File: src/rtl/ptp_time_pkg.sv
package ptp_time_pkg;

    typedef enum logic [1:0] {
        ST_HOLD = 2'd0,
        ST_RUN  = 2'd1,
        ST_LOAD = 2'd2
    } tc_state_e;

endpackage

File: src/rtl/ptp_rate_acc.sv
module ptp_rate_acc #(
    parameter int ACC_W = 32
) (
    input  logic             clk,
    input  logic             rst_n,
    input  logic             en,
    input  logic [ACC_W-1:0] addend,
    output logic             carry
);

    logic [ACC_W-1:0] acc_q;
    logic [ACC_W:0]   sum;

    assign sum   = {1'b0, acc_q} + {1'b0, addend};
    assign carry = en & sum[ACC_W];

    always_ff @(posedge clk or negedge rst_n) begin
        if (!rst_n) begin
            acc_q <= '0;
        end else if (en) begin
            acc_q <= sum[ACC_W-1:0];
        end
    end

    // a disabled accumulator keeps its phase
    p_acc_hold_r4: assert property (@(posedge clk) disable iff (!rst_n)
        !en |=> $stable(acc_q));

    // a carry means the stored phase wrapped below its old value plus addend
    p_acc_carry_r3: assert property (@(posedge clk) disable iff (!rst_n)
        carry |=> (acc_q < $past(addend) || $past(addend) == '0));

endmodule

File: src/rtl/ptp_subsec_adv.sv
module ptp_subsec_adv #(
    parameter int SUB_W      = 31,
    parameter int INC_W      = 8,
    parameter int NS_PER_SEC = 1_000_000_000
) (
    input  logic [SUB_W-1:0] subsec_in,
    input  logic [INC_W-1:0] incr,
    input  logic             dec_mode,
    output logic [SUB_W-1:0] subsec_nxt,
    output logic             wrap
);

    localparam logic [SUB_W:0] LIM_DEC = (SUB_W+1)'(NS_PER_SEC);
    localparam logic [SUB_W:0] LIM_BIN = {1'b1, {SUB_W{1'b0}}};

    logic [SUB_W:0] sum;
    logic [SUB_W:0] lim;
    logic [SUB_W:0] red;

    always_comb begin
        sum        = {1'b0, subsec_in} + {{(SUB_W+1-INC_W){1'b0}}, incr};
        lim        = dec_mode ? LIM_DEC : LIM_BIN;
        wrap       = (sum >= lim);
        red        = wrap ? (sum - lim) : sum;
        subsec_nxt = red[SUB_W-1:0];
    end

endmodule

File: src/rtl/ptp_time_core.sv
module ptp_time_core
    import ptp_time_pkg::*;
#(
    parameter int SEC_W      = 32,
    parameter int SUB_W      = 31,
    parameter int INC_W      = 8,
    parameter int ACC_W      = 32,
    parameter int NS_PER_SEC = 1_000_000_000
) (
    input  logic             clk,
    input  logic             rst_n,
    input  logic             ts_enable,
    input  logic             init_start,
    input  logic [SEC_W-1:0] init_sec,
    input  logic [SUB_W-1:0] init_subsec,
    input  logic             fine_mode,
    input  logic [INC_W-1:0] incr,
    input  logic [ACC_W-1:0] addend,
    input  logic             dec_rollover,
    output logic [SEC_W-1:0] sec_out,
    output logic [SUB_W-1:0] subsec_out,
    output logic             init_busy
);

    tc_state_e        state_q, state_d;
    logic [SEC_W-1:0] sec_q, sh_sec_q;
    logic [SUB_W-1:0] sub_q, sh_sub_q;
    logic             busy_q;
    logic             acc_carry;
    logic [SUB_W-1:0] sub_nxt;
    logic             sub_wrap;
    logic             cnt_en;
    logic             adv;
    logic             init_take;

    ptp_rate_acc #(.ACC_W(ACC_W)) u_rate (
        .clk    (clk),
        .rst_n  (rst_n),
        .en     (ts_enable),
        .addend (addend),
        .carry  (acc_carry)
    );

    ptp_subsec_adv #(
        .SUB_W      (SUB_W),
        .INC_W      (INC_W),
        .NS_PER_SEC (NS_PER_SEC)
    ) u_adv (
        .subsec_in  (sub_q),
        .incr       (incr),
        .dec_mode   (dec_rollover),
        .subsec_nxt (sub_nxt),
        .wrap       (sub_wrap)
    );

    assign cnt_en    = (state_q == ST_RUN) && ts_enable;
    assign adv       = cnt_en && (fine_mode ? acc_carry : 1'b1);
    assign init_take = ts_enable && init_start && (state_q != ST_LOAD);

    // next-state logic
    always_comb begin
        state_d = state_q;
        unique case (state_q)
            ST_HOLD: begin
                if (init_take)      state_d = ST_LOAD;
                else if (ts_enable) state_d = ST_RUN;
            end
            ST_RUN: begin
                if (init_take)       state_d = ST_LOAD;
                else if (!ts_enable) state_d = ST_HOLD;
            end
            ST_LOAD: begin
                state_d = ts_enable ? ST_RUN : ST_HOLD;
            end
            default: state_d = ST_HOLD;
        endcase
    end

    // state register
    always_ff @(posedge clk or negedge rst_n) begin
        if (!rst_n) state_q <= ST_HOLD;
        else        state_q <= state_d;
    end

    // time and busy outputs
    always_ff @(posedge clk or negedge rst_n) begin
        if (!rst_n) begin
            sec_q    <= '0;
            sub_q    <= '0;
            sh_sec_q <= '0;
            sh_sub_q <= '0;
            busy_q   <= 1'b0;
        end else begin
            if (state_q == ST_LOAD) begin
                sec_q <= sh_sec_q;
                sub_q <= sh_sub_q;
            end else if (adv) begin
                sub_q <= sub_nxt;
                if (sub_wrap) sec_q <= sec_q + 1'b1;
            end
            if (init_take) begin
                sh_sec_q <= init_sec;
                sh_sub_q <= init_subsec;
            end
            busy_q <= (state_d == ST_LOAD);
        end
    end

    assign sec_out    = sec_q;
    assign subsec_out = sub_q;
    assign init_busy  = busy_q;

    p_hold_r4: assert property (@(posedge clk) disable iff (!rst_n)
        (!ts_enable && state_q != ST_LOAD) |=> ($stable(sec_q) && $stable(sub_q)));

    p_busy_pulse_r5: assert property (@(posedge clk) disable iff (!rst_n)
        init_busy |=> !init_busy);

    p_load_val_r5: assert property (@(posedge clk) disable iff (!rst_n)
        init_busy |=> (sec_out == $past(sh_sec_q) && subsec_out == $past(sh_sub_q)));

    p_ignore_off_r6: assert property (@(posedge clk) disable iff (!rst_n)
        (init_start && !ts_enable && !init_busy) |=> !init_busy);

    p_coarse_r2: assert property (@(posedge clk) disable iff (!rst_n)
        (cnt_en && !fine_mode && !sub_wrap) |=> (sub_q == $past(sub_q) + SUB_W'($past(incr))));

    p_fine_gate_r3: assert property (@(posedge clk) disable iff (!rst_n)
        (cnt_en && fine_mode && !acc_carry) |=> $stable(sub_q));

    p_sec_step_r10: assert property (@(posedge clk) disable iff (!rst_n)
        (state_q != ST_LOAD) |=> (sec_q == $past(sec_q) || sec_q == $past(sec_q) + 1'b1));

endmodule

File: config.mk
export PLATFORM = sky130hd
export DESIGN_NAME = ptp_time_core
export DESIGN_NICKNAME = d
export VERILOG_FILES = /design/src/rtl/ptp_time_pkg.sv /design/src/rtl/ptp_rate_acc.sv /design/src/rtl/ptp_subsec_adv.sv /design/src/rtl/ptp_time_core.sv
export SDC_FILE = /design/constraint.sdc
export NUM_CORES = 1
export LEC_CHECK = 0
export BUFFER_PORTS_ARGS = -buffer_cell sky130_fd_sc_hd__clkbuf_2
export CORE_UTILIZATION = 50
export CTS_CLUSTER_SIZE = 10
export DETAILED_ROUTE_END_ITERATION = 6
export HOLD_SLACK_MARGIN = 0.12
export PLACE_DENSITY = 0.82
export RECOVER_POWER = 50
export SLEW_MARGIN = 15
export SYNTH_ARGS = -nofsm -noshare
export SYNTH_HDL_FRONTEND = slang
export SYNTH_SLANG_ARGS = --single-unit
File: constraint.sdc
create_clock -name clk -period 13.3 [get_ports clk]
set_clock_uncertainty 0.2 [all_clocks]
set_input_delay 2.66 -clock clk [delete_from_list [all_inputs] [get_ports clk]]
set_output_delay 2.66 -clock clk [all_outputs]
set_load 0.005 [all_outputs]
* Word level (Yosys, flattened, before mapping)
Index checks and enable logic that the tools add are counted.
Word-level totals: bits in registers 161, bits in latches 0, RAM bits 0, bits in read-only memories 0, input port bits 109, output and inout bits 64, word-level logic and storage cells 39, memories 0
Operators by class: add/subtract/negate cells 4, $mul 0, divide/modulo/power cells 0, order comparisons 1, equal/unequal tests 4, shift-type cells 0, mux-type cells 14, bitwise gates (word level) 1, reduce and logical (&&, ||, !) cells 8
Operators by type and width (count):
- 32-bit two-way mux | 4
- 31-bit two-way mux | 3
- 32-bit by 32-bit adder with 33-bit output | 1
- 31-bit by 8-bit adder with 32-bit output | 1
- 32-bit by 1-bit adder with 32-bit output (second input constant) | 1
- 32-bit greater-or-equal comparator | 1
- 31-bit subtractor | 1
- 2-bit two-way mux | 4
- 2-bit case mux with 3 select lines | 1
- 2-bit == test (second input constant) | 2
- 1-bit logical AND | 4
- 2-bit nonzero test | 2
- 2-bit by 1-bit == test with 1-bit output (second input constant) | 1
- 2-bit zero test | 1
- 1-bit two-way mux | 2
- 2-bit inequality test (second input constant) | 1
- 2-bit AND reduction | 1
- 1-bit bitwise AND | 1

* Logic depth before layout (Yosys ltp)
Gate-level depths: netlist of run 1.
word-level depth 6, mapped depth 22, depth with buffers taken out 20

* By module
Synthesis of run 1 repeated with hierarchy kept, for this count alone.
Unflattened totals: cells, all modules 1168, area total of the unflattened synthesis 10926.7 um^2
By module, submodules not included:
- ptp_time_core | instances 1, cells each 517, area each 5688.0 um^2, seq. area each 3228.1 um^2
- ptp_rate_acc | instances 1, cells each 346, area each 3085.5 um^2, seq. area each 800.8 um^2
- ptp_subsec_adv | instances 1, cells each 305, area each 2153.3 um^2, seq. area each 0.0 um^2

* Worst setup path before layout of run 1
OpenSTA, ideal clock, no wires.
path type input to register, from input port incr[0], to register sec_q[24] (netlist: sec_out[24]), library setup time 130 ps, arrival time 6563 ps, data required time 12970 ps, slack 6407 ps, stages on the path 20, buffers on the path 0, cell sequence ha_1 inv_1 fa_1 nor2b_1 o31a_1 o21ai_2 nor2_1 nand2_1 xnor2_1 ha_1 nand2_1 nor3b_1 o2111ai_1 nor4bb_1 a211oi_1 o221a_2 o21ba_1 or4_4 xor2_1 o21ai_1
Between the ends: cells in the longest elaborated chain, start to end 4
RTL lines:
- start: declaration | RTL line ptp_time_core.sv:17 | input logic [INC_W-1:0] incr,
- 31-bit by 8-bit adder with 32-bit output | RTL line ptp_subsec_adv.sv:21 | sum = {1'b0, subsec_in} + {{(SUB_W+1-INC_W){1'b0}}, incr};
- 32-bit greater-or-equal comparator | RTL line ptp_subsec_adv.sv:23 | wrap = (sum >= lim);
- 2-bit nonzero test (no line)
- 2-bit AND reduction (no line)
- end signal: assignment | RTL line ptp_time_core.sv:95 | sec_q <= sh_sec_q;
- end signal: assignment | RTL line ptp_time_core.sv:99 | if (sub_wrap) sec_q <= sec_q + 1'b1;
- end: declaration | RTL line ptp_time_core.sv:26 | logic [SEC_W-1:0] sec_q, sh_sec_q;
Every way passes these cells. A chain may end at the register's enable or synchronous reset.

* Worst setup path in the final report of run 1
from input port incr[0], to register sec_q[12] (netlist: sec_out[12])
The elaborated chain is that of the path after synthesis.

==> out/qor.yml, run 1 <==
run_status:
  status: "complete, but fails checks"
  violations: "max-capacitance violations, max-slew violations"
power_and_ir_drop:
  peakVddDrop_uv: 115
  power_frac_comb_pct: 50.0
  leakage_nw: 5.36
  switching_share_pct: 43.0
  power_switching_w: 0.00112
  power_w: 0.00261
  internal_power_w: 0.00148
  power_density_mw_per_mm2: 210
  clock_power_share_pct: 18.9
  seq_power_share_pct: 31.1
route:
  topRoutingLayerUsed: "met4"
  drt-met1-wl_mm: 12.5
  drt_first_pass_iters: 6
  dr_wl_met2_mm: 14.0
  wl_per_cell_um: 18.5
  drc_errors: 0
  drt_iter0_markers: 847
  wl_met3_mm: 1.64
  vias: 9441
  ant_nets: 0
  via_per_inst: 6.04
  wirelength_mm: 29.0
die:
  die_h_um: 149
  row_count: 53
  die_w_um: 149
  design.die.area_sq_mm: 0.0221
  start_util_pct: 51.1
  coreArea_sq_mm: 0.0211
  ios: 173
setup_path:
  startpoint: "incr[0]"
  cp_cell_sequence: "clkbuf_2 -> ha_1 -> inv_1 -> fa_1 -> nor2b_1 -> o31a_1 -> o21ai_2 -> nor2_1 -> nand2_1 -> xnor2_1 -> ha_1 -> nand2_1 -> nor3b_1 -> o2111ai_1 -> nor4bb_1 -> a211oi_1 -> o221a_2 -> o21bai_4 -> buf_4 -> nand4_1 -> or3_1 -> a31oi_1"
  crit_fanout: 32
  path_class: "in2reg"
  worstPathArrival_ps: 8300
  reg2reg_from: "subsec_out[0]"
  worstPathRequired_ps: 13450
  startpoint_type: "input pin"
  end_kind: "flip-flop"
  cpPeakStageDelay_ps: 470
  slowest_stage: "o21bai_4"
logic_synthesis:
  postSynthCellCount: 1125
  yosysUniqueCellTypes: 84
  yosysTopAreaCell: "dfrtp_1"
  syn_area_sq_mm: 0.0108
  ys_warn_count: 0
  synth_edf_count: 0
  ys_ff_latch: 161
  synth_commonest_cells: "161 x dfrtp_1, 95 x mux2_2, 93 x nand2_1"
  syn_nets: 1292
  synth_area_leaders: "dfrtp_1 37%, mux2_2 9.9%, ha_1 6.5%"
  async_reset_ff_share_pct: 100
  avgSynthCellArea_sq_um: 9.58
  synth_top_area_share_pct: 37.4
  ys_seq_area_share_pct: 37.4
  synth.most_common_cell: "dfrtp_1"
  ys.flop_type: "dfrtp_1"
cts:
  cts.clk_slew.worst_paths_ps: 80
  cts_resized: 0
  cts_made_buffers: 17
  cts_tree: "yes"
  cts_num_sinks: 161
  cts_post_setup_buffers_inserted: 0
  clockRootBuffer: "clkbuf_16"
  cts.path.max_buffers: 2
  clk_latency_ps: 430
  htree_levels: 4
  ctsHoldBuffers: 0
timing:
  slew_headroom_pct: -252
  final-hold-violation-count: 0
  setup_violations: 0
  fin_crit_ps: 8140
  fin_crit_sh_pct: 61.2
  finalSetupTns_ps: 0
  worst_pin_slew_ps: 5280
  fmax_mhz: 123
  slew_violations: 137
  grt_setup_unrepaired: "no"
global_routing:
  grt_pass1_wl_mm: 47.1
  antenna_found_initial: 1
  grt_pass1_vias: 9326
  gr-total-overflow: 0
  grt_max_degree: 96
  grt_use_total_pct: 26.7
final_layout:
  area_growth_pct: 15.0
  num-nets-final: 1442
  nFillCells: 1826
  multi_input_area_sq_mm: 0.00642
  seq_area_sq_mm: 0.00403
  drive_gt1_share_pct: 22.8
min_path:
  hp-start: "sh_sec_q[31]"
  hold_class: "reg2reg"
job:
  cap_violations: 2
placed_design:
  hpwl_mm: 20.9
  io_buffers: 172
  gp_congestion: 0.900
-- cell type report --
cell class	instances	area share (%)
Antenna cell	1	0.0202
Timing Repair Buffer	181	7.03
Tap cell	275	2.78
Inverter	36	1.09
Clock buffer	17	3.43
Multi-Input combinational cell	878	51.8
Sequential cell	161	32.5
Clock inverter	15	1.32
-- critical path: cells and delay by family --
family                   cells  cell delay, ps
adder cells (fa/ha/maj)      3             920
AND/OR/NAND/NOR              8            2130
buffers and inverters        3             560
XOR/XNOR                     1             170
AO/OA/AOI/OAI                7            1840
-- sequential cells by signal, summed over array words and instances, names as in the netlist --
register      cells
subsec_out       31
u_rate.acc_q     32
sh_sub_q         31
sec_out          32
state_q           2
init_busy         1
sh_sec_q         32
-- power by group through the flow --
stage                     clock network, W  registers [W]  logic (W)
after global placement                   0       0.000807    0.00126
after global routing              0.000522       0.000832    0.00145
final                             0.000494       0.000810    0.00130
after detailed placement                 0       0.000814    0.00129
after CTS                         0.000500       0.000806    0.00130
after floorplan                          0       0.000762   0.000984
-- metal layers --
layer / up-vias / global-route usage (%)
met5: - / 0
met2: 317 / 43.8
met3: 52 / 4.25
met1: 4574 / 35.4
li1: 4498 / -
met4: 0 / 10.5
-- logic make-up (layout without fill, tap and decap cells) --
kind of cell             Yosys count  count (layout)  share of synthesized area [%]
XOR/XNOR                          76              76                           6.18
AND/OR/NAND/NOR                  354             354                           17.3
buffers and inverters             86             249                           3.32
other                              0               1                              0
flip-flops                       161             161                           37.4
adder cells (fa/ha/maj)           58              58                           6.87
multiplexers                     103             103                           10.7
AO/OA/AOI/OAI                    287             287                           18.3
-- path summary, 6_finish.rpt --
| check | slack (ps) | cells after the start | to |
|---|---|---|---|
| worst min register to register | 280 | 2 | sec_out[31] |
| worst min-delay path | 280 | 2 | sec_out[31] |
| worst max register to register | 7050 | 21 | sec_out[12] |
| max in group asynchronous | 6000 | 1 | u_rate.acc_q[29] |
| worst max-delay path | 5160 | 22 | sec_out[12] |
| min in group asynchronous | 3960 | 1 | subsec_out[24] |
-- stage by stage --
| stage | std cells | setup slack (ps) | instance area (sq um) | hold WS (ps) | utilization, % |
|---|---|---|---|---|---|
| final | 1564 | 5160 | 12400 | 281 | 58.8 |
| after global routing | 1564 | 4760 | 12400 | 305 | 58.8 |
| after CTS | 1563 | 5230 | 12500 | 283 | 59.0 |
| after detailed placement | 1531 | 4850 | 11900 | 267 | 56.3 |
| after global placement | 1531 | 5100 | 11900 | 258 | 56.3 |
| after floorplan | 1125 | 6410 | 10800 | 245 | - |
-- cells in the final DEF (no fill, tap or decap), types with 11 or more instances in the layout --
cell type / netlist / routed
clkbuf_2: 2 / 129
o21a_1: 12 / 12
ha_1: 56 / 56
nand2_1: 93 / 93
mux2_2: 95 / 95
clkbuf_16: 0 / 17
o211ai_1: 12 / 12
dfrtp_1: 161 / 161
nor2_1: 60 / 59
clkbuf_1: 26 / 43
nor3_1: 25 / 25
o21ai_0: 66 / 65
inv_1: 36 / 36
nand2b_1: 16 / 16
nand3_1: 43 / 43
xor2_1: 36 / 36
a22oi_1: 14 / 14
xnor2_1: 40 / 40
a21o_1: 19 / 19
a21oi_1: 60 / 60
nand4_1: 25 / 25
and3_1: 20 / 19
or3_1: 11 / 11
and2_1: 11 / 11
a31oi_1: 16 / 16
No activity file was read; power rests on OpenSTA's default activity.
==> run 2, diff against run 1 <==
==> constraint.sdc (replaced) <==
create_clock -name clk -period 7.7 [get_ports clk]
set_clock_uncertainty 0.2 [all_clocks]
set_input_delay 1.54 -clock clk [delete_from_list [all_inputs] [get_ports clk]]
set_output_delay 1.54 -clock clk [all_outputs]
set_load 0.005 [all_outputs]
==> run 2 against run 1 <==
- the run still ends with max-capacitance violations, max-slew violations left
- sequential cell count did not move
- combinational power rose by 73%
- via count rose by 0.34%
- first-iteration DRC count fell by 12%
- cell area rose by 0.15%
- register-to-register slack got worse by 5100 ps
- non-clock buffer count rose by 1
- cell count barely moved
- worst hold slack improved by 3.6 ps
- global-route usage fell by 0.75 points
- sequential power rose by 72%
- worst setup slack got worse by 3900 ps
==> out/qor.yml, run 2 (synthesis results as in run 1) <==
setup_path:
  slowest_stage: "or4_4"  # was o21bai_4
  end_kind: "flip-flop"  # unchanged
  crit_fanout: 14  # was 32
  worstPathArrival_ps: 6570  # was 8300 ps
  reg2regPathDepth: 20  # was 21
  crit_buf_inv: 2  # was 3
  ff2ff_setup_slack_ps: 1980  # was 7050 ps
  cpPeakStageDelay_ps: 630  # was 470 ps
  startpoint: "incr[0]"  # unchanged
  path_depth: 21  # was 22
  startpoint_type: "input pin"  # unchanged
  worstPathRequired_ps: 7790  # was 13,450 ps
  cp_cell_sequence: "clkbuf_2 -> ha_1 -> inv_1 -> fa_1 -> nor2b_1 -> o31a_1 -> o21ai_2 -> nor2_1 -> nand2_1 -> xnor2_1 -> ha_1 -> nand2_1 -> nor3b_1 -> o2111ai_1 -> nor4bb_1 -> a211oi_1 -> o221a_2 -> o21ba_1 -> or4_4 -> xor2_1 -> o21ai_1"  # was clkbuf_2 -> ha_1 -> inv_1 -> fa_1 -> nor2b_1 -> o31a_1 -> o21ai_2 -> nor2_1 -> nand2_1 -> xnor2_1 -> ha_1 -> nand2_1 -> nor3b_1 -> o2111ai_1 -> nor4bb_1 -> a211oi_1 -> o221a_2 -> o21bai_4 -> buf_4 -> nand4_1 -> or3_1 -> a31oi_1
  critical-path-top-delay-family: "simple AND/OR/NAND/NOR gates"  # unchanged
  path_class: "in2reg"  # unchanged
  reg2reg_from: "subsec_out[0]"  # unchanged
timing:
  fin_crit_sh_pct: 84.1
  setup_violations: 0  # unchanged
  worst_pin_slew_ps: 4590  # was 5280 ps
  fmax_mhz: 154
  grt_setup_unrepaired: "no"  # unchanged
  slew_violations: 128  # was 137
  slew_headroom_pct: -206  # was -252%
  final-hold-violation-count: 0  # unchanged
  fin_crit_ps: 6480
  finalSetupTns_ps: 0  # unchanged
die:
  start_util_pct: 51.1  # unchanged
  coreArea_sq_mm: 0.0211  # unchanged
  row_count: 53  # unchanged
  design.die.area_sq_mm: 0.0221  # unchanged
  ios: 173  # unchanged
  die_h_um: 149  # unchanged
  die_w_um: 149  # unchanged
final_layout:
  drive_gt1_share_pct: 23.4  # was 22.8%
  final_common_cell: "dfrtp_1"  # unchanged
  stdcell_area_sq_mm: 0.0124  # about the same
  num-nets-final: 1443  # was 1,442
  final_cell_mix: "161 x dfrtp_1, 135 x clkbuf_2, 95 x mux2_2, 93 x nand2_1, 65 x o21ai_0"  # was 161 x dfrtp_1, 129 x clkbuf_2, 95 x mux2_2, 93 x nand2_1, 65 x o21ai_0
  area_growth_pct: 15.2  # was 15.0%
global_routing:
  grt_pass1_wl_mm: 45.8  # was 47.1 mm
  antenna_found_initial: 1  # unchanged
  gr-total-overflow: 0  # unchanged
  grt_use_total_pct: 26.0  # was 26.7%
  grt_max_degree: 87  # was 96
  grt_pass1_vias: 9079  # was 9,326
route:
  via_per_inst: 6.05  # was 6.04
  wirelength_mm: 28.3  # was 29.0 mm
  drt_iter0_markers: 748  # was 847
  ant_nets: 0  # unchanged
  drt_first_pass_iters: 5  # was 6
  vias: 9473  # was 9,441
  wl_per_cell_um: 18.1  # was 18.5 um
  drc_errors: 0  # unchanged
cts:
  cts_num_sinks: 161  # unchanged
  cts_tree: "yes"  # unchanged
  cts_post_setup_buffers_inserted: 0  # unchanged
  htree_levels: 4  # unchanged
  ctsHoldBuffers: 0  # unchanged
  cts.path.max_buffers: 2  # unchanged
  cts_resized: 0  # unchanged
  clk_latency_ps: 440  # was 430 ps
  cts_made_buffers: 17  # unchanged
  clockRootBuffer: "clkbuf_16"  # unchanged
  cts.clk_slew.worst_paths_ps: 80  # about the same
min_path:
  worstHoldPathCells: 2  # unchanged
  hold_class: "reg2reg"  # unchanged
  hp-start: "sh_sec_q[31]"  # unchanged
run_status:
  status: "complete, but fails checks"  # unchanged
  violations: "max-capacitance violations, max-slew violations"  # unchanged
power_and_ir_drop:
  leakage_nw: 5.39  # was 5.36 nW
  power_w: 0.00450  # was 0.00261 W
  peakVddDrop_uv: 191  # was 115 uV
  power_density_mw_per_mm2: 363  # was 210 mW/mm^2
job:
  cap_violations: 2  # unchanged
placed_design:
  hpwl_mm: 20.5  # was 20.9 mm
  io_buffers: 172  # unchanged
  gp_congestion: 0.906  # was 0.900
  postPlaceCellArea_sq_mm: 0.0119  # about the same
## run 2: layer usage
metal  routed length, um  global-route usage, %  vias to the layer above  share of wire (%)
met5                   0                      0                        -                  0
met4                 834                   11.1                        0                3.0
met3                1640                   5.32                       62                5.8
met2               13700                   42.5                      306                 49
met1               12100                   33.4                     4617                 43
li1                    -                      -                     4488                  -
## run 2: path summary, 6_finish.rpt
check	to
setup / recovery	sec_out[24]
hold / removal	sec_out[31]
setup reg to reg	sec_out[24]
hold reg to reg	sec_out[31]
max in group asynchronous	state_q[1]
min in group asynchronous	subsec_out[27]
## run 2: worst register-to-register path: stages (launching register included)
cell and delay, ps:
dfrtp_1 400, ha_1 190, inv_1 60, fa_1 400, nor2b_1 240, o31a_1 320
o21ai_2 200, nor2_1 310, nand2_1 110, xnor2_1 170, ha_1 360, nand2_1 90
nor3b_1 230, o2111ai_1 150, nor4bb_1 380, a211oi_1 150, o221a_2 340, o21ba_1 430
or4_4 630, xor2_1 160, o21ai_1 80
## run 2: final cells by class
type / count / area, sq um
well taps: 275 / 344
clock buffers: 18 / 439
inverters: 36 / 135
diodes: 1 / 2.50
multi-input cells: 878 / 6420
fillers: 1859 / 8680
clock inverters: 14 / 154
repair buffers: 182 / 886
flip-flops and latches: 161 / 4030
## run 2: metrics by stage
stage                     util (%)  hold slack (ps)  worst slack, ps  cells
after floorplan                  -              245             1930   1125
after CTS                     59.1              286             1330   1564
after global placement        56.3              262             1110   1532
after global routing          58.8              320              853   1565
final                         58.8              285             1220   1565
after detailed placement      56.3              270              885   1532
## run 2: where the power goes
group | switching (W) | internal (W)
Combinational | 0.00123 | 0.00102
Clock | 0.000409 | 0.000445
Sequential | 0.000280 | 0.00111
==> run 3, diff against run 2 <==
--- a/config.mk
+++ b/config.mk
@@ -5,12 +5,13 @@
 export SDC_FILE = /design/constraint.sdc
 export NUM_CORES = 1
 export LEC_CHECK = 0
+export ABC_AREA = 1
 export BUFFER_PORTS_ARGS = -buffer_cell sky130_fd_sc_hd__clkbuf_2
 export CORE_UTILIZATION = 50
 export CTS_CLUSTER_SIZE = 10
 export DETAILED_ROUTE_END_ITERATION = 6
 export HOLD_SLACK_MARGIN = 0.12
-export PLACE_DENSITY = 0.82
+export PLACE_DENSITY = 0.81
 export RECOVER_POWER = 50
 export SLEW_MARGIN = 15
 export SYNTH_ARGS = -nofsm -noshare
==> constraint.sdc (replaced) <==
create_clock -name clk -period 6.19 [get_ports clk]
set_clock_uncertainty 0.2 [all_clocks]
set_input_delay 1.238 -clock clk [delete_from_list [all_inputs] [get_ports clk]]
set_output_delay 1.238 -clock clk [all_outputs]
set_load 0.005 [all_outputs]
==> run 3 against run 2 <==
- the flow still finishes with violations (max-capacitance violations, max-slew violations)
- die area rose by 7.3%
- global-route usage rose by 1.7 points
- highest routed layer unchanged
- register-to-register slack got worse by 750 ps
- cell area rose by 6.8%
- cell count rose by 30%
- critical path depth rose by 7
- wire length rose by 14%
- non-clock buffer count fell by 2
- total power rose by 29%
- largest cell class unchanged
- sequential power rose by 27%
- synthesized cell count rose by 41%
- utilization fell by 0.29 points
==> out/qor.yml, run 3 <==
power_and_ir_drop:
  power_w: 0.00581  # was 0.00450 W
  leakage_nw: 6.82  # was 5.39 nW
  power_density_mw_per_mm2: 438  # was 363 mW/mm^2
  peakVddDrop_uv: 215  # was 191 uV
  switching_share_pct: 45.9  # was 42.7%
  power_switching_w: 0.00267  # was 0.00192 W
  internal_power_w: 0.00314  # was 0.00258 W
  power_frac_comb_pct: 50.7  # was 50.0%
  clock_power_share_pct: 18.9  # was 19.0%
  seq_power_share_pct: 30.4  # was 31.0%
logic_synthesis:
  ys_warn_count: 0  # unchanged
  synth_compound_area_share_pct: 7.98  # was 18.3%
  avgSynthCellArea_sq_um: 7.30  # was 9.58 sq um
  syn_area_sq_mm: 0.0116  # was 0.0108 sq mm
  synth_top_area_share_pct: 34.8  # was 37.4%
  synth_xor_area_share_pct: 4.16  # was 6.18%
  ys_seq_area_share_pct: 34.8  # was 37.4%
  async_reset_ff_share_pct: 100  # unchanged
  synth-adder-area-share_pct: 6.40  # was 6.87%
  synth_commonest_cells: "480 x nand2_1, 170 x inv_1, 162 x nand3_1"  # was 161 x dfrtp_1, 95 x mux2_2, 93 x nand2_1
  ys.flop_type: "dfrtp_1"  # unchanged
  postSynthCellCount: 1584  # was 1,125
  muxShareOfSynthArea_pct: 6.13  # was 10.7%
  synth.most_common_cell: "nand2_1"  # was dfrtp_1
  yosysTopAreaCell: "dfrtp_1"  # unchanged
  synth_top_family_by_area: "simple AND/OR/NAND/NOR gates"  # was compound AO/OA/AOI/OAI gates
  synth_area_leaders: "dfrtp_1 35%, nand2_1 16%, nand3_1 7.0%"  # was dfrtp_1 37%, mux2_2 9.9%, ha_1 6.5%
  synth_edf_count: 0  # unchanged
  synthSimpleGateAreaFrac_pct: 32.9  # was 17.3%
  syn_nets: 1751  # was 1,292
  yosysUniqueCellTypes: 48  # was 84
  ys_ff_latch: 161  # unchanged
route:
  wirelength_mm: 32.1  # was 28.3 mm
  vias: 11300  # was 9,473
  drt_first_pass_iters: 7  # was 5
  wl_per_cell_um: 15.7  # was 18.1 um
  via_per_inst: 5.54  # was 6.05
  drt_iter0_markers: 778  # was 748
  drc_errors: 0  # unchanged
  ant_nets: 0  # unchanged
timing:
  setup_violations: 0  # unchanged
  fin_crit_sh_pct: 88.0
  fmax_mhz: 184
  slew_violations: 77  # was 128
  finalSetupTns_ps: 0  # unchanged
  slew_headroom_pct: -187  # was -206%
  grt_setup_unrepaired: "no"  # unchanged
  fin_crit_ps: 5450
  worst_pin_slew_ps: 4310  # was 4590 ps
  holdWs_ps: 277  # was 285 ps
  final-hold-violation-count: 0  # unchanged
die:
  ios: 173  # unchanged
  coreArea_sq_mm: 0.0226  # was 0.0211 sq mm
  die_h_um: 154  # was 149 um
  die_w_um: 154  # was 149 um
  start_util_pct: 51.1  # about the same
  design.die.area_sq_mm: 0.0238  # was 0.0221 sq mm
  row_count: 55  # was 53
run_status:
  violations: "max-capacitance violations, max-slew violations"  # unchanged
  status: "complete, but fails checks"  # unchanged
final_layout:
  nFillCells: 2097  # was 1,859
  final_common_cell: "nand2_1"  # was dfrtp_1
  drive_gt1_share_pct: 17.7  # was 23.4%
  stdcell_area_sq_mm: 0.0133  # was 0.0124 sq mm
  final_cell_mix: "480 x nand2_1, 169 x inv_1, 161 x nand3_1, 161 x dfrtp_1, 157 x clkbuf_2"  # was 161 x dfrtp_1, 135 x clkbuf_2, 95 x mux2_2, 93 x nand2_1, 65 x o21ai_0
  multi_input_area_sq_mm: 0.00669  # was 0.00642 sq mm
  seq_area_sq_mm: 0.00403  # unchanged
  area_growth_pct: 14.6  # was 15.2%
  instances_no_fill: 2039  # was 1,565
  num-nets-final: 1907  # was 1,443
setup_path:
  crit_top_cell: "nand2_1"
  worstPathArrival_ps: 5610  # was 6570 ps
  startpoint_type: "input pin"  # unchanged
  crit_fanout: 28  # was 14
  end_kind: "flip-flop"  # unchanged
  cpPeakStageDelay_ps: 420  # was 630 ps
  path_class: "in2reg"  # unchanged
  worstPathRequired_ps: 6350  # was 7790 ps
  slowest_stage: "fa_1"  # was or4_4
cts:
  htree_levels: 4  # unchanged
  cts_tree: "yes"  # unchanged
  cts_post_setup_buffers_inserted: 0  # unchanged
  clockRootBuffer: "clkbuf_16"  # unchanged
  cts.clk_slew.worst_paths_ps: 70  # was 80 ps
  cts_num_sinks: 161  # unchanged
  clk_latency_ps: 430  # was 440 ps
  cts.path.max_buffers: 2  # unchanged
  cts_made_buffers: 17  # unchanged
  cts_resized: 0  # unchanged
  ctsHoldBuffers: 0  # unchanged
global_routing:
  grt_pass1_wl_mm: 52.6  # was 45.8 mm
  grt_max_degree: 77  # was 87
  grt_use_total_pct: 27.7  # was 26.0%
  grt_pass1_vias: 10900  # was 9,079
  gr-total-overflow: 0  # unchanged
  antenna_found_initial: 1  # unchanged
placed_design:
  hpwl_mm: 24.4  # was 20.5 mm
  gp_congestion: 0.993  # was 0.906
  io_buffers: 172  # unchanged
  postPlaceCellArea_sq_mm: 0.0127  # was 0.0119 sq mm
  post-place-cells: 2005  # was 1,532
min_path:
  hold_class: "reg2reg"  # unchanged
job:
  cap_violations: 1  # was 2
## run 3: cell families (layout without fill, tap and decap cells)
kind of cell | Yosys count | in the layout
compound gates | 156 | 156
xor+xnor | 55 | 55
fa+ha+maj | 58 | 58
buf+inv | 217 | 386
flops | 161 | 161
mux | 63 | 63
other cells | 0 | 1
simple gates | 874 | 874
## run 3: layout make-up
type | instances | share of cell area, %
inverters | 174 | 4.95
well taps | 285 | 2.69
flip-flops and latches | 161 | 30.4
diodes | 1 | 0.0189
multi-input cells | 1206 | 50.4
repair buffers | 180 | 6.93
clock buffers | 18 | 3.31
clock inverters | 14 | 1.27
## run 3: worst paths after layout
| kind | from | to | slack, ps | cells after the start |
|---|---|---|---|---|
| max in group asynchronous | rst_n | sh_sub_q[8] | 1010 | 2 |
| worst min-delay path | u_rate.acc_q[0] | u_rate.acc_q[0] | 280 | 2 |
| min in group asynchronous | rst_n | sh_sub_q[29] | 2130 | 1 |
| worst max-delay path | incr[0] | sec_out[13] | 740 | 28 |
| worst min register to register | u_rate.acc_q[0] | u_rate.acc_q[0] | 280 | 2 |
| worst max register to register | subsec_out[0] | sec_out[13] | 1230 | 27 |
## run 3: per-layer routing
layer | routed length (um) | share of wire, % | vias up | GRT usage [%]
li1 | - | - | 5552 | -
met1 | 14100 | 44 | 5304 | 36.1
met2 | 15200 | 47 | 367 | 46.8
met3 | 1810 | 5.6 | 68 | 3.95
met4 | 944 | 2.9 | 0 | 9.95
met5 | 0 | 0 | - | 0
## run 3: stage by stage
| stage | utilization (%) | setup WS (ps) |
|---|---|---|
| final | 58.6 | 745 |
| after global routing | 58.6 | 199 |
| after CTS | 58.6 | 805 |
| after detailed placement | 55.9 | 389 |
| after global placement | 55.9 | 600 |
| after floorplan | - | 1210 |
## run 3: power by group through the flow
stage / clock (W) / sequential [W] / combinational, W
final: 0.00110 / 0.00177 / 0.00295
after global placement: 0 / 0.00175 / 0.00284
after CTS: 0.00111 / 0.00176 / 0.00293
after global routing: 0.00115 / 0.00181 / 0.00333
after floorplan: 0 / 0.00168 / 0.00215
after detailed placement: 0 / 0.00177 / 0.00290
## run 3: worst max-delay path, delay by kind of cell
family | cells | cell delay, ps
buf+inv | 6 | 520
compound gates | 1 | 60
fa+ha+maj | 3 | 990
simple gates | 17 | 2490
xor+xnor | 1 | 270
